## config.mk

```make
export PLATFORM = sky130hd
export DESIGN_NAME = selfprog_cmd_ctrl
export DESIGN_NICKNAME = d
export VERILOG_FILES = /design/src/rtl/selfprog_pkg.sv /design/src/rtl/selfprog_ctrl.sv /design/src/rtl/selfprog_dpath.sv /design/src/rtl/selfprog_cmd_ctrl.sv
export SDC_FILE = /design/constraint.sdc
export NUM_CORES = 1
export LEC_CHECK = 0
export BUFFER_PORTS_ARGS = -buffer_cell sky130_fd_sc_hd__buf_4
export CAP_MARGIN = 20
export CORE_ASPECT_RATIO = 1.25
export CORE_MARGIN = 10
export CORE_UTILIZATION = 48
export CTS_CLUSTER_DIAMETER = 80
export DETAILED_ROUTE_END_ITERATION = 10
export PLACE_DENSITY_LB_ADDON = 0.15
export RECOVER_POWER = 100
export REMOVE_ABC_BUFFERS = 1
export SLEW_MARGIN = 20
export SYNTH_ARGS = -nofsm -noshare
export SYNTH_HDL_FRONTEND = slang
export SYNTH_HIERARCHICAL = 1
export SYNTH_SLANG_ARGS = --single-unit
```

## constraint.sdc

```tcl
create_clock -name clk -period 2.1 [get_ports clk]
set_input_delay 0.315 -clock clk [delete_from_list [all_inputs] [get_ports clk]]
set_output_delay 0.315 -clock clk [all_outputs]
set_load 0.01 [all_outputs]
```

## src/rtl/selfprog_pkg.sv

```systemverilog
package selfprog_pkg;
  typedef struct packed {
    logic loadWord;
    logic startOp;
    logic isWrite;
    logic opDone;
    logic reenable;
  } ctrl_strobe_t;

  localparam logic [5:0] CMD_LOAD  = 6'b000001;
  localparam logic [5:0] CMD_ERASE = 6'b000011;
  localparam logic [5:0] CMD_WRITE = 6'b000101;
  localparam int GO_BIT       = 0;
  localparam int REENABLE_BIT = 4;
  localparam int IE_BIT       = 7;
endpackage

```

## src/rtl/selfprog_ctrl.sv

```systemverilog
module selfprog_ctrl
  import selfprog_pkg::*;
#(
  parameter int BUSY_CYCLES = 20,
  parameter int ARM_WINDOW  = 4
) (
  input  logic         clk,
  input  logic         rstN,
  input  logic         ctlWrEn,
  input  logic [7:0]   ctlWrData,
  input  logic         execStrobe,
  output ctrl_strobe_t strb,
  output logic         pending,
  output logic         irqEnable,
  output logic [5:1]   cmdHi
);
  localparam int BUSY_W = $clog2(BUSY_CYCLES + 1);
  localparam int ARM_W  = $clog2(ARM_WINDOW + 1);

  logic [ARM_W-1:0]  armCnt;
  logic [BUSY_W-1:0] busyCnt;
  logic              opBusy;
  logic              armed;
  logic              accept;
  logic [5:0]        cmdCode;
  logic              unusedCtlBit;

  assign unusedCtlBit = ctlWrData[6];
  assign cmdCode = {cmdHi, 1'b1};
  assign armed   = pending && (armCnt != '0) && !opBusy;
  assign accept  = armed && execStrobe && !ctlWrEn;

  always_comb begin
    strb          = '0;
    strb.loadWord = accept && (cmdCode == CMD_LOAD);
    strb.startOp  = accept && ((cmdCode == CMD_ERASE) || (cmdCode == CMD_WRITE));
    strb.isWrite  = (cmdCode == CMD_WRITE);
    strb.opDone   = opBusy && (busyCnt == BUSY_W'(1));
    strb.reenable = ctlWrEn && !opBusy && ctlWrData[REENABLE_BIT];
  end

  always_ff @(posedge clk) begin
    if (!rstN) begin
      armCnt    <= '0;
      busyCnt   <= '0;
      opBusy    <= 1'b0;
      pending   <= 1'b0;
      irqEnable <= 1'b0;
      cmdHi     <= '0;
    end else if (opBusy) begin
      busyCnt <= busyCnt - BUSY_W'(1);
      if (strb.opDone) begin
        opBusy  <= 1'b0;
        pending <= 1'b0;
      end
    end else if (ctlWrEn) begin
      irqEnable <= ctlWrData[IE_BIT];
      cmdHi     <= ctlWrData[5:1];
      if (ctlWrData[REENABLE_BIT] || !ctlWrData[GO_BIT]) begin
        pending <= 1'b0;
        armCnt  <= '0;
      end else begin
        pending <= 1'b1;
        armCnt  <= ARM_W'(ARM_WINDOW);
      end
    end else if (armed) begin
      if (execStrobe) begin
        armCnt <= '0;
        if (strb.startOp) begin
          opBusy  <= 1'b1;
          busyCnt <= BUSY_W'(BUSY_CYCLES);
        end else begin
          pending <= 1'b0;
        end
      end else begin
        armCnt <= armCnt - ARM_W'(1);
        if (armCnt == ARM_W'(1)) pending <= 1'b0;
      end
    end
  end
endmodule

```

## src/rtl/selfprog_dpath.sv

```systemverilog
module selfprog_dpath
  import selfprog_pkg::*;
#(
  parameter int PAGE_W          = 5,
  parameter int WORD_W          = 5,
  parameter int NRWW_FIRST_PAGE = 24
) (
  input  logic                     clk,
  input  logic                     rstN,
  input  ctrl_strobe_t             strb,
  input  logic [PAGE_W+WORD_W-1:0] zAddr,
  input  logic [15:0]              wData,
  output logic                     rwwBusy,
  output logic                     cpuHalt,
  output logic                     bufWrEn,
  output logic [WORD_W-1:0]        bufWrAddr,
  output logic [15:0]              bufWrData,
  output logic                     bufClear
);
  localparam int ADDR_W = PAGE_W + WORD_W;

  logic [PAGE_W-1:0] pageSel;
  logic              inNrww;
  logic              opIsWrite;

  assign pageSel = zAddr[ADDR_W-1:WORD_W];
  assign inNrww  = ({1'b0, pageSel} >= (PAGE_W+1)'(NRWW_FIRST_PAGE));

  always_ff @(posedge clk) begin
    if (!rstN) begin
      rwwBusy   <= 1'b0;
      cpuHalt   <= 1'b0;
      bufWrEn   <= 1'b0;
      bufWrAddr <= '0;
      bufWrData <= '0;
      bufClear  <= 1'b0;
      opIsWrite <= 1'b0;
    end else begin
      bufWrEn  <= strb.loadWord;
      bufClear <= 1'b0;
      if (strb.loadWord) begin
        bufWrAddr <= zAddr[WORD_W-1:0];
        bufWrData <= wData;
      end
      if (strb.startOp) begin
        opIsWrite <= strb.isWrite;
        if (inNrww) cpuHalt <= 1'b1;
        else        rwwBusy <= 1'b1;
      end
      if (strb.opDone) begin
        cpuHalt  <= 1'b0;
        bufClear <= opIsWrite;
      end
      if (strb.reenable) begin
        rwwBusy  <= 1'b0;
        bufClear <= 1'b1;
      end
    end
  end
endmodule

```

## src/rtl/selfprog_cmd_ctrl.sv

```systemverilog
module selfprog_cmd_ctrl
  import selfprog_pkg::*;
#(
  parameter int PAGE_W          = 5,
  parameter int WORD_W          = 5,
  parameter int NRWW_FIRST_PAGE = 24,
  parameter int BUSY_CYCLES     = 20,
  parameter int ARM_WINDOW      = 4,
  localparam int ADDR_W         = PAGE_W + WORD_W
) (
  input  logic              clk,
  input  logic              rstN,
  input  logic              ctlWrEn,
  input  logic [7:0]        ctlWrData,
  input  logic              execStrobe,
  input  logic [ADDR_W-1:0] zAddr,
  input  logic [15:0]       wData,
  output logic [7:0]        ctlStatus,
  output logic              rwwBusy,
  output logic              cpuHalt,
  output logic              irqReq,
  output logic              bufWrEn,
  output logic [WORD_W-1:0] bufWrAddr,
  output logic [15:0]       bufWrData,
  output logic              bufClear
);
  ctrl_strobe_t strb;
  logic         pending;
  logic         irqEnable;
  logic [5:1]   cmdHi;

  selfprog_ctrl #(.BUSY_CYCLES(BUSY_CYCLES), .ARM_WINDOW(ARM_WINDOW)) u_ctrl (
    .clk(clk), .rstN(rstN), .ctlWrEn(ctlWrEn), .ctlWrData(ctlWrData),
    .execStrobe(execStrobe), .strb(strb), .pending(pending),
    .irqEnable(irqEnable), .cmdHi(cmdHi)
  );

  selfprog_dpath #(.PAGE_W(PAGE_W), .WORD_W(WORD_W), .NRWW_FIRST_PAGE(NRWW_FIRST_PAGE)) u_dpath (
    .clk(clk), .rstN(rstN), .strb(strb), .zAddr(zAddr), .wData(wData),
    .rwwBusy(rwwBusy), .cpuHalt(cpuHalt), .bufWrEn(bufWrEn),
    .bufWrAddr(bufWrAddr), .bufWrData(bufWrData), .bufClear(bufClear)
  );

  assign ctlStatus = {irqEnable, rwwBusy, cmdHi, pending};
  assign irqReq    = irqEnable && !pending;
endmodule

```

==> reports/metrics.yaml <==
status:
  status: "complete, no violations"
critical_path:
  cpMaxStageDelayCell: "dfxtp_1"
  crit_path_end: "u_dpath/bufWrData[3]"
  cp.required_ps: 2290
  cp-startpoint: "u_ctrl/armCnt[0]"
  slowest_delay_ps: 370
  reg2reg_slack_ps: 220
  cp_cell_sequence: "inv_1 > ha_1 > nand2b_1 > nand4_1 > nor4_4 > buf_12 > mux2i_1 > nor2b_1"
  critPathMaxFanout: 22
  r2r-end: "u_dpath/bufWrData[3]"
  worstSetupStartpointType: "register"
  critPathBufInv: 2
  worstPathArrival_ps: 2070
  cpLargestDelayFamily: "simple AND/OR/NAND/NOR gates"
  path_depth: 8
  crit-reg2reg-launch: "u_ctrl/armCnt[0]"
  worstSetupPathType: "reg -> reg"
  reg2reg_depth: 8
  end_kind: "register"
final_layout:
  synthToLayoutAreaGrowth_pct: 25.3
  layout-drive-gt1-share_pct: 18.3
  nets: 293
  antenna-diode-count: 0
logic_synthesis:
  synthMuxAreaShare_pct: 16.0
  synth_area_um2: 1870
  netlist_top_cells_count: "dfxtp_1 (42), mux2i_1 (30), nor2b_1 (25)"
  synth_seq_cells: 42
  yosys_warnings: 6
  synth-simple-area-share_pct: 20.1
  synth_edf_count: 0
  synth-xor-area-share_pct: 0.468
  yosys.area.top_type_share_pct: 44.9
  ys_seq_area_share_pct: 44.9
  synth_area_leaders: "dfxtp_1 (45%), mux2i_1 (16%), nor2b_1 (8.4%)"
  ys_async_sr_fraction_pct: 0
  synthFlopType: "dfxtp_1"
  synthAdderAreaFrac_pct: 3.34
  synth.distinct_cells: 42
  synth_top_family_by_area: "simple AND/OR/NAND/NOR gates"
  synth_area_leader_cell: "dfxtp_1"
  syn_area_per_cell_um2: 10.2
  netlist_instances: 183
  synth_compound_area_share_pct: 8.16
  synth.most_common_cell: "dfxtp_1"
sta:
  min_period_over_period_pct: 89.7
  skew_ps: 4.94
  fin_setup_tns_ps: 0
  worst_slack_ps: 216
  finalHoldViolCount: 0
  fmax_ghz: 0.531
  finalSetupViolCount: 0
  worst_slew_pin_slew_ps: 468
  finalMaxSlewViolations: 0
  relSlewSlack_pct: 68.8
  rsz0062_at_grt: "false"
  period_minus_slack_ps: 1880
cts:
  cts_tree: "built"
  clk_latency_ps: 290
  clockRootBuffer: "clkbuf_8"
  cts_resized: 0
  htreeDepth: 2
  numCtsBuffers: 5
  holdBufCountCts: 0
  clock-sinks: 42
  clk_pin_slew_ps: 80
  clk_path_buf_depth: 2
  postCtsSetupBuffers: 0
flow_run:
  cap_violations: 0
drt:
  ant_nets: 0
  remaining_drc_errors: 0
  firstDrtPassIters: 4
  drt-wirelength-per-cell_um: 14.0
  via_per_inst: 4.87
  dr.first_iter.drc_count: 64
  wl_um: 4280
  dr_total_vias: 1484
power_and_ir_drop:
  p_per_area_nw_per_um2: 632
  peakVddDrop_mv: 0.351
  p_leak_uw: 0.000872
place:
  dpl.hpwl_um: 3290
  place_ws_ps: 181
  gp_congestion: 0.769
  io_buffers: 67
die:
  coreArea_um2: 3780
  die-height_um: 89.8
  fp-row-count: 25
  io_pins: 72
  die_x_um: 75.9
  dieArea_um2: 6810
  initial_core_util_pct: 49.5
global_route:
  antenna_found_initial: 0
  grt_pass1_wl_um: 6770
  grtUsageMet2_pct: 20.8
  grt_pass1_vias: 1445
  grt_usage_pct: 12.5
  grt_use_met1_pct: 13.8
  gr-max-usage-layer: "met2"
  use_met3_pct: 4.51
  grt_max_degree: 30
  grt.overflow.total: 0
worst_hold_path:
  min_path_type: "in -> reg"
power by group:
part	internal [uW]	switching, uW	leakage, uW
Sequential	807	10.3	0.000340
Clock	265	262	0.0000482
Combinational	75.6	61.9	0.000484
Total	1150	335	0.000872
worst reg2reg max path, delay by kind of cell, from the launching register on:
| kind | cells | cell delay [ps] |
|---|---|---|
| AND/OR/NAND/NOR | 4 | 680 |
| flip-flops | 1 | 370 |
| buffers and inverters | 2 | 310 |
| multiplexers | 1 | 230 |
| adder cells (fa/ha/maj) | 1 | 200 |
registers in the layout (all words and copies together), names as in the netlist:
signal,flops
u_dpath/cpuHalt,1
u_dpath/rwwBusy,1
u_ctrl/busyCnt,5
u_dpath/bufWrEn,1
u_ctrl/opBusy,1
u_ctrl/pending,1
u_dpath/bufWrData,16
u_ctrl/armCnt,3
u_dpath/bufWrAddr,5
u_dpath/bufClear,1
u_ctrl/cmdHi,5
u_dpath/opIsWrite,1
u_ctrl/irqEnable,1
cell usage in the layout (no fill, tap or decap), drive strengths merged, types with 4 or more instances in the layout:
master   n
mux2i   30
nand2    4
buf     35
a21oi    9
nor2b   26
ha       5
inv      7
nor2    14
nor3     5
clkbuf  44
dfxtp   42
final cells by class:
class	count	area (um2)
fill	360	1440
multi-input combinational	122	906
sequential	42	841
timing repair buffer	72	414
clock buffer	7	86.3
tap	54	67.6
inverter	7	26.3
clock inverter	1	5.00
metal layers:
metal,vias to the layer above,routed length (um)
met1,685,1760
met3,8,359
li1,752,-
met4,0,60
met5,-,0
met2,39,2110
through the flow:
stage | power, uW | utilization (%) | cells | hold WS [ps] | cell area [um2]
3_5_place_dp | 984 | 63.2 | 297 | 490 | 2390
3_3_place_gp | 981 | 63.2 | 297 | 480 | 2390
5_1_grt | 1550 | 62.0 | 305 | 276 | 2350
6_report | 1480 | 62.0 | 305 | 263 | 2350
2_1_floorplan | 895 | - | 171 | 442 | 1770
4_1_cts | 1510 | 65.7 | 305 | 256 | 2480
cells by family after synthesis:
family                     after synthesis
DFF                                     42
and+or+nand+nor                         64
AOI/OAI and AO/OA                       22
muxes                                   30
xor gates and xnor gates                 1
buffers and inverters                   19
adders and majority gates                5
how the worst min path moves through the flow:
stage                            from           endpoint  slack (ps)  depth (start not counted)
global route             ctlWrData[1]    u_ctrl/cmdHi[1]         280                          3
global placement    u_ctrl/busyCnt[3]  u_ctrl/busyCnt[3]         480                          2
CTS                      ctlWrData[1]    u_ctrl/cmdHi[1]         260                          3
detailed placement   u_ctrl/armCnt[1]   u_ctrl/armCnt[1]         490                          2
floorplan                        rstN    u_dpath/bufWrEn         440                          1
finish                   ctlWrData[1]    u_ctrl/cmdHi[1]         260                          3
(Power assumes the default switching activity.)
